`src/rtl/modeSamplePkg.sv`:
```
package modeSamplePkg;

  // positions inside the synchronized pin vector
  localparam int IDX_LINE_DOWN = 0;
  localparam int IDX_GAIN_OFF  = 1;
  localparam int IDX_NOISE_BYP = 2;
  localparam int IDX_SLOPE_BYP = 3;
  localparam int IDX_PAD_EN    = 4;
  localparam int NUM_PINS      = 5;

  // strobes from control to datapath
  typedef struct packed {
    logic sampleNow;   // frame boundary: capture merged modes
    logic loadPower;   // armed frame: apply power-down request
    logic rearm;       // register reset: clear pending
  } ctrlStrobe_t;

  typedef struct packed {
    logic lineDown;
    logic agcEnLine;
    logic agcEnAcou;
    logic noiseBypass;
    logic slopeBypass;
    logic padEnable;
  } modeSet_t;

endpackage

```
`src/rtl/modeSyncChain.sv`:
```
module modeSyncChain #(
  parameter int WIDTH  = 1,
  parameter int STAGES = 2
) (
  input  logic             clk,
  input  logic             rstN,
  input  logic [WIDTH-1:0] din,
  output logic [WIDTH-1:0] dout
);

  logic [WIDTH-1:0] stageQ [STAGES];

  always_ff @(posedge clk or negedge rstN) begin
    if (!rstN) begin
      for (int i = 0; i < STAGES; i++) stageQ[i] <= '0;
    end else begin
      stageQ[0] <= din;
      for (int i = 1; i < STAGES; i++) stageQ[i] <= stageQ[i-1];
    end
  end

  assign dout = stageQ[STAGES-1];

endmodule

```
`src/rtl/modeFrameCtrl.sv`:
```
module modeFrameCtrl
  import modeSamplePkg::*;
#(
  parameter int SYNC_STAGES = 2
) (
  input  logic        clk,
  input  logic        rstN,
  input  logic        frameSyncRaw,
  input  logic        swReset,
  output ctrlStrobe_t strobe
);

  logic syncNow;
  logic syncDly;
  logic armed;
  logic syncRise;

  modeSyncChain #(.WIDTH(1), .STAGES(SYNC_STAGES)) uSyncFrame (
    .clk  (clk),
    .rstN (rstN),
    .din  (frameSyncRaw),
    .dout (syncNow)
  );

  always_ff @(posedge clk or negedge rstN) begin
    if (!rstN) syncDly <= 1'b0;
    else       syncDly <= syncNow;
  end

  assign syncRise = syncNow & ~syncDly;

  // armed after any reset, disarmed by the first frame that loads
  always_ff @(posedge clk or negedge rstN) begin
    if (!rstN)                  armed <= 1'b1;
    else if (swReset)           armed <= 1'b1;
    else if (syncRise)          armed <= 1'b0;
  end

  always_comb begin
    strobe.sampleNow = syncRise;
    strobe.rearm     = swReset;
    strobe.loadPower = syncRise & armed & ~swReset;
  end

  AST_SAMPLE_PULSE: assert property (@(posedge clk) disable iff (!rstN)
    strobe.sampleNow |=> !strobe.sampleNow);
  AST_REARM_ARMS: assert property (@(posedge clk) disable iff (!rstN)
    swReset |=> armed);
  AST_LOAD_DISARMS: assert property (@(posedge clk) disable iff (!rstN)
    strobe.loadPower |=> !armed);
  AST_SIMUL_NO_LOAD: assert property (@(posedge clk) disable iff (!rstN)
    (swReset && strobe.sampleNow) |-> !strobe.loadPower);

endmodule

```
`src/rtl/modeMergeDatapath.sv`:
```
module modeMergeDatapath
  import modeSamplePkg::*;
#(
  parameter int   SYNC_STAGES   = 2,
  parameter logic DOWN_AT_RESET = 1'b1
) (
  input  logic                clk,
  input  logic                rstN,
  input  logic [NUM_PINS-1:0] pinRaw,
  input  logic                regLineDown,
  input  logic                regGainOffLine,
  input  logic                regGainOffAcou,
  input  logic                regNoiseBypass,
  input  logic                regSlopeBypass,
  input  logic                regPadEnable,
  input  ctrlStrobe_t         strobe,
  output modeSet_t            modeQ,
  output logic                pendingQ
);

  logic [NUM_PINS-1:0] pinS;
  modeSet_t            merged;

  modeSyncChain #(.WIDTH(NUM_PINS), .STAGES(SYNC_STAGES)) uSyncPins (
    .clk  (clk),
    .rstN (rstN),
    .din  (pinRaw),
    .dout (pinS)
  );

  always_comb begin
    merged.lineDown    = pinS[IDX_LINE_DOWN] | regLineDown;
    merged.agcEnLine   = ~(pinS[IDX_GAIN_OFF] | regGainOffLine);
    merged.agcEnAcou   = ~(pinS[IDX_GAIN_OFF] | regGainOffAcou);
    merged.noiseBypass = pinS[IDX_NOISE_BYP] | regNoiseBypass;
    merged.slopeBypass = pinS[IDX_SLOPE_BYP] | regSlopeBypass;
    merged.padEnable   = pinS[IDX_PAD_EN] | regPadEnable;
  end

  // ordinary modes: captured at every frame boundary
  always_ff @(posedge clk or negedge rstN) begin
    if (!rstN) begin
      modeQ.agcEnLine   <= 1'b0;
      modeQ.agcEnAcou   <= 1'b0;
      modeQ.noiseBypass <= 1'b0;
      modeQ.slopeBypass <= 1'b0;
      modeQ.padEnable   <= 1'b0;
    end else if (strobe.sampleNow) begin
      modeQ.agcEnLine   <= merged.agcEnLine;
      modeQ.agcEnAcou   <= merged.agcEnAcou;
      modeQ.noiseBypass <= merged.noiseBypass;
      modeQ.slopeBypass <= merged.slopeBypass;
      modeQ.padEnable   <= merged.padEnable;
    end
  end

  // power-down: applied only on an armed frame, otherwise flagged
  always_ff @(posedge clk or negedge rstN) begin
    if (!rstN) begin
      modeQ.lineDown <= DOWN_AT_RESET;
      pendingQ       <= 1'b0;
    end else if (strobe.rearm) begin
      pendingQ <= 1'b0;
    end else if (strobe.loadPower) begin
      modeQ.lineDown <= merged.lineDown;
      pendingQ       <= 1'b0;
    end else if (strobe.sampleNow) begin
      pendingQ <= pendingQ | (merged.lineDown != modeQ.lineDown);
    end
  end

  AST_MODES_HELD: assert property (@(posedge clk) disable iff (!rstN)
    !strobe.sampleNow |=> $stable({modeQ.agcEnLine, modeQ.agcEnAcou,
      modeQ.noiseBypass, modeQ.slopeBypass, modeQ.padEnable}));
  AST_DOWN_HELD: assert property (@(posedge clk) disable iff (!rstN)
    !strobe.loadPower |=> $stable(modeQ.lineDown));
  AST_PEND_CLEARS: assert property (@(posedge clk) disable iff (!rstN)
    (strobe.rearm || strobe.loadPower) |=> !pendingQ);
  AST_PEND_STICKY: assert property (@(posedge clk) disable iff (!rstN)
    (pendingQ && !strobe.rearm && !strobe.loadPower) |=> pendingQ);

endmodule

```
`src/rtl/modeFrameSampler.sv`:
```
module modeFrameSampler
  import modeSamplePkg::*;
#(
  parameter int   SYNC_STAGES   = 2,
  parameter logic DOWN_AT_RESET = 1'b1
) (
  input  logic clk,
  input  logic rstN,
  input  logic frameSync,
  input  logic swReset,
  input  logic pinLineDown,
  input  logic pinGainOff,
  input  logic pinNoiseBypass,
  input  logic pinSlopeBypass,
  input  logic pinPadEnable,
  input  logic regLineDown,
  input  logic regGainOffLine,
  input  logic regGainOffAcou,
  input  logic regNoiseBypass,
  input  logic regSlopeBypass,
  input  logic regPadEnable,
  output logic lineDown,
  output logic lineDownPending,
  output logic agcEnLine,
  output logic agcEnAcou,
  output logic noiseBypass,
  output logic slopeBypass,
  output logic padEnable
);

  ctrlStrobe_t         strobe;
  modeSet_t            modeQ;
  logic [NUM_PINS-1:0] pinRaw;

  always_comb begin
    pinRaw                = '0;
    pinRaw[IDX_LINE_DOWN] = pinLineDown;
    pinRaw[IDX_GAIN_OFF]  = pinGainOff;
    pinRaw[IDX_NOISE_BYP] = pinNoiseBypass;
    pinRaw[IDX_SLOPE_BYP] = pinSlopeBypass;
    pinRaw[IDX_PAD_EN]    = pinPadEnable;
  end

  modeFrameCtrl #(.SYNC_STAGES(SYNC_STAGES)) uCtrl (
    .clk          (clk),
    .rstN         (rstN),
    .frameSyncRaw (frameSync),
    .swReset      (swReset),
    .strobe       (strobe)
  );

  modeMergeDatapath #(.SYNC_STAGES(SYNC_STAGES), .DOWN_AT_RESET(DOWN_AT_RESET)) uPath (
    .clk            (clk),
    .rstN           (rstN),
    .pinRaw         (pinRaw),
    .regLineDown    (regLineDown),
    .regGainOffLine (regGainOffLine),
    .regGainOffAcou (regGainOffAcou),
    .regNoiseBypass (regNoiseBypass),
    .regSlopeBypass (regSlopeBypass),
    .regPadEnable   (regPadEnable),
    .strobe         (strobe),
    .modeQ          (modeQ),
    .pendingQ       (lineDownPending)
  );

  assign lineDown    = modeQ.lineDown;
  assign agcEnLine   = modeQ.agcEnLine;
  assign agcEnAcou   = modeQ.agcEnAcou;
  assign noiseBypass = modeQ.noiseBypass;
  assign slopeBypass = modeQ.slopeBypass;
  assign padEnable   = modeQ.padEnable;

endmodule

```
`config.mk`:
```
export PLATFORM = sky130hd
export DESIGN_NAME = modeFrameSampler
export DESIGN_NICKNAME = d
export VERILOG_FILES = /design/src/rtl/modeSamplePkg.sv /design/src/rtl/modeSyncChain.sv /design/src/rtl/modeFrameCtrl.sv /design/src/rtl/modeMergeDatapath.sv /design/src/rtl/modeFrameSampler.sv
export SDC_FILE = /design/constraint.sdc
export NUM_CORES = 1
export LEC_CHECK = 0
export ABC_AREA = 1
export BUFFER_PORTS_ARGS = -buffer_cell sky130_fd_sc_hd__buf_2
export CORE_MARGIN = 2
export CORE_UTILIZATION = 50
export DETAILED_ROUTE_END_ITERATION = 8
export PLACE_DENSITY = 0.79
export SLEW_MARGIN = 20
export SYNTH_ARGS = -nofsm -noshare
export SYNTH_HDL_FRONTEND = slang
export SYNTH_SLANG_ARGS = --single-unit
```
`constraint.sdc`:
```
create_clock -name clk -period 2.6 [get_ports clk]
set_clock_uncertainty 0.05 [all_clocks]
set_input_delay 0.26 -clock clk [delete_from_list [all_inputs] [get_ports clk]]
set_output_delay 0.26 -clock clk [all_outputs]
set_load 0.005 [all_outputs]
```
== After elaboration in Yosys (flattened, before gate mapping) ==
Cells that the tools add are included.
Storage, ports and cells
  register bits after elaboration: 21
  logic and storage cells: 36
  output and inout bits: 7
Cells by class
  mux-type cells: 5
  eq/ne operators: 1
  bitwise logic cells: 14
  reductions and logical operators: 3
Operator list (count)
  $or 1x1->1: 7
  $mux 1: 5
  $not 1->1: 4
  $and 1x1->1: 3
  $reduce_bool 3->1: 1
  $reduce_and 2->1: 1
  $reduce_bool 2->1: 1
  $ne 1x1->1: 1

== Depth between registers and ports, before layout ==
  depth after elaboration: 6
  mapped depth: 5
  mapped depth without buffers: 5

== By module ==
From an unflattened synthesis, not the netlist that was laid out.
Unflattened totals
  cells, all modules: 67
  area, all modules: 763.2 µm²
By module, submodules not included
  modeMergeDatapath: area an instance 324.1 µm², seq. area each 176.4 µm², cells each 38, instances 1
  modeSyncChain at uPath.uSyncPins: area an instance 287.8 µm², seq. area each 250.2 µm², cells each 15, instances 1
  modeFrameCtrl: area an instance 101.3 µm², seq. area each 51.3 µm², cells each 12, instances 1
  modeSyncChain at uCtrl.uSyncFrame: area an instance 50.0 µm², seq. area each 50.0 µm², cells each 2, instances 1

== Least setup slack after synthesis ==
Ideal clock, no wire load.
  path kind: register to register
  start point: register uCtrl.armed
  end point: register uPath.modeQ[5] (netlist name)
  stages on the path, launching flop included: 5
  clock period less this slack: 0.984 ns
  arrival time: 0.855 ns
  slack: 1.616 ns
  setup time: 0.079 ns
  required time: 2.471 ns
  buffers on the path: 0
  cells stage by stage: dfstp_2 > inv_1 > nor3_1 > nand2_1 > o21ai_0
On the way
  word-level cells in the longest chain between the ends: 3
Ends and longest elaborated chain
  start, declared: RTL line modeFrameCtrl.sv:15  | logic armed;
  start signal, assigned: RTL line modeFrameCtrl.sv:34  | if (!rstN) armed <= 1'b1;
  start signal, assigned: RTL line modeFrameCtrl.sv:35  | else if (swReset) armed <= 1'b1;
  start signal, assigned: RTL line modeFrameCtrl.sv:36  | else if (syncRise) armed <= 1'b0;
  $and 1x1->1 (2 in a row): RTL line modeFrameCtrl.sv:42  | strobe.loadPower = syncRise & armed & ~swReset;
  $reduce_and 2->1 (no line)
Every way passes these cells.
A chain may end at the register's enable or synchronous reset.

== Worst setup path in the final report ==
  start point: register uPath.modeQ[5] (netlist name)
  end point: output lineDown
RTL lines
  end, declared: RTL line modeFrameSampler.sv:22  | output logic lineDown,
No word-level cell between the ends.

==> results_dict.tcl <==
set metrics [dict create \
    status "complete, no violations" \
    layout.nets 102 \
    clockBufferDepth 2 \
    tightest_slew_ps 431 \
    min_delay_path_depth 2 \
    ys_seq_area_frac 0.771 \
    drc 0 \
    p_clk_frac 0.254 \
    drt_iter0_drc 5 \
    yosys.area_share.simple 0.0951 \
    max-cap-violations 0 \
    dp_hpwl_um 717 \
    rows 13 \
    grt_pass1_vias 378 \
    hold_viol 0 \
    critPathSlowestCell "dfstp_2" \
    layout_min_cycle_time_ps 1270 \
    p_int_mw 0.444 \
    critPathTopFamily "flip-flops" \
    firstDrtPassIters 4 \
    die_w_um 41.0 \
    reg2reg_to "uPath.modeQ[5]" \
    overflow 0 \
    wire_per_inst_um 10.5 \
    max_freq_mhz 790 \
    synth_top_family_by_area "simple AND/OR/NAND/NOR gates" \
    slew_violations 0 \
    min_from "regGainOffLine" \
    place_congestion 0.583 \
    postSynthAreaPerCell_um2 12.4 \
    cts-buffers-inserted 3 \
    syn_nets 70 \
    min_to "uPath.modeQ[4]" \
    htreeDepth 1 \
    swShare 0.227 \
    critPathMaxFanout 3 \
    synth-compound-area-share 0.0731 \
    clk_pin_slew_ps 110 \
    slowest_delay_ps 560 \
    relSlewSlack 0.713 \
    synth_area_um2 684 \
    num_io_pins 22 \
    start_util 0.533 \
    rsz0062_at_grt "false" \
    grt_max_degree 22 \
    drive_gt1_frac 0.326 \
    cp_cell_sequence "buf_2" \
    cts_tree "done" \
    avgViaCountPerCell 4.41 \
    synthToLayoutAreaGrowth_pct 30.7 \
    synth-xor-area-share 0 \
    root_buffer "clkbuf_4" \
    worstPathArrival_ps 960 \
    via_count 445 \
    clk_latency_ps 290 \
    path_buf_inv 1 \
    ys_types 12 \
    synthCells 55 \
    antenna_found_initial 0 \
    port_buffers 21 \
    critPathCaptureType "primary output" \
    peakVddDrop_mv 0.399 \
    clkSinkCount 21 \
    core_area_um2 1280 \
    synth-seq-cells 21 \
    r2r_setup_slack_ps 1510 \
    die_y_um 41.0 \
    path_class "flip-flop to primary output" \
    seqPwrFrac 0.637 \
    final-seq-area_um2 528 \
    rr_worst_depth 4 \
    die_area_um2 1680 \
    num_antenna_cells 0 \
    post-cts-setup-buffers 0 \
    ys_warn_count 0 \
    dpl_worst_slack_ps 1550 \
    n_fill_cell 109 \
    setup_viol 0 \
    timing.rr.start "uCtrl.armed" \
    globalRouteTotalUtil 0.151 \
    fin_crit_sh 0.487 \
    worstPathRequired_ps 2290 \
    power.share.combinational 0.109 \
    power_leakage_nw 0.468 \
    grt_pass1_wl_mm 1.48 \
    start_kind "flip-flop" \
    power_density_nw_per_um2 643 \
    power.net_switching_mw 0.131 \
    synthAdderAreaFrac 0 \
    setup_tns_ps 0 \
    final_antenna_net_count 0 \
    worst_slack_ps 1330 \
    drt-total-wl_mm 1.06 \
    holdCritPathClass "input port to flip-flop" \
    multi_input_comb_area_um2 115 \
    synth.area.mux_share 0 \
]
-- metal layers --
metal | part of all wire | track usage | vias to the layer above
li1 | - | - | 232
met4 | 0.0047 | 0.0750 | 0
met2 | 0.54 | 0.277 | 12
met5 | 0 | 0 | -
met3 | 0.039 | 0.0489 | 2
met1 | 0.42 | 0.148 | 199
-- synth_stat cells --
cell	instances	area share
o21ai_0	6	0.044
nand2_1	9	0.049
nand2_2	1	0.0091
buf_6	1	0.016
nor3_1	1	0.0073
nand3_1	1	0.0073
inv_1	8	0.044
a21oi_1	1	0.0073
nor2_1	4	0.022
dfstp_2	2	0.077
dfrtp_1	19	0.69
o31ai_1	2	0.022
-- cells in the final DEF (no fill, tap or decap), drive strengths merged --
master / instances
buf: 21
clkinv: 1
a21oi: 1
nand2: 10
nand3: 1
inv: 8
nor2: 4
o31ai: 2
o21ai: 6
clkbuf: 3
dlygate4sd3: 7
dfstp: 2
nor3: 1
dfrtp: 19
-- power groups by stage --
stage / Sequential, mW / Clock (mW) / Combinational, mW
finish: 0.366 / 0.146 / 0.0629
global route: 0.369 / 0.169 / 0.0739
CTS: 0.366 / 0.156 / 0.0596
detailed placement: 0.373 / 0 / 0.0559
global placement: 0.371 / 0 / 0.0537
floorplan: 0.372 / 0 / 0.0223
-- layout make-up --
class                           instances  area share
Tap cell                               15      0.0210
Inverter                                8      0.0336
Sequential cell                        21       0.590
Multi-Input combinational cell         25       0.129
Timing Repair Buffer                   28       0.196
Clock inverter                          1     0.00559
Clock buffer                            3      0.0252
-- timing repair --
action,4_1_cts,5_1_grt
gates resized for setup,0,0
hold endpoints to repair,21,4
setup endpoints to repair,0,0
hold buffers,3,4
-- sequential cells by signal, summed over array words and instances (netlist names) --
| register | flops |
|---|---|
| uCtrl.syncDly | 1 |
| uCtrl.armed | 1 |
| uPath.modeQ | 6 |
| uPath.pendingQ | 1 |
| uCtrl.uSyncFrame.dout | 1 |
| uCtrl.uSyncFrame.stageQ | 1 |
| uPath.uSyncPins.stageQ | 5 |
| uPath.uSyncPins.dout | 5 |
-- worst max path at each step --
stage          slack, ps  cells past startpoint              to           start
2_1_floorplan       1620                      4  uPath.modeQ[5]     uCtrl.armed
3_3_place_gp        1600                      4  uPath.modeQ[5]     uCtrl.armed
3_5_place_dp        1550                      4  uPath.modeQ[5]     uCtrl.armed
4_1_cts             1320                      1        lineDown  uPath.modeQ[5]
5_1_grt             1290                      1        lineDown  uPath.modeQ[5]
6_report            1330                      1        lineDown  uPath.modeQ[5]
-- cell families after synthesis --
group,count (synthesis)
compound gates,9
simple gates,16
flops,21
buf+inv,9
-- per-stage QoR --
| stage | power (mW) | instances | hold slack, ps | util | area, µm² |
|---|---|---|---|---|---|
| 4_1_cts | 0.581 | 97 | 0.507 | 0.665 | 855 |
| 6_report | 0.575 | 101 | 84.8 | 0.696 | 895 |
| 2_1_floorplan | 0.395 | 55 | -85.6 | - | 684 |
| 3_3_place_gp | 0.425 | 90 | 172 | 0.620 | 797 |
| 5_1_grt | 0.612 | 101 | 81.0 | 0.696 | 895 |
| 3_5_place_dp | 0.428 | 90 | 173 | 0.620 | 797 |
(Power assumes the default switching activity.)
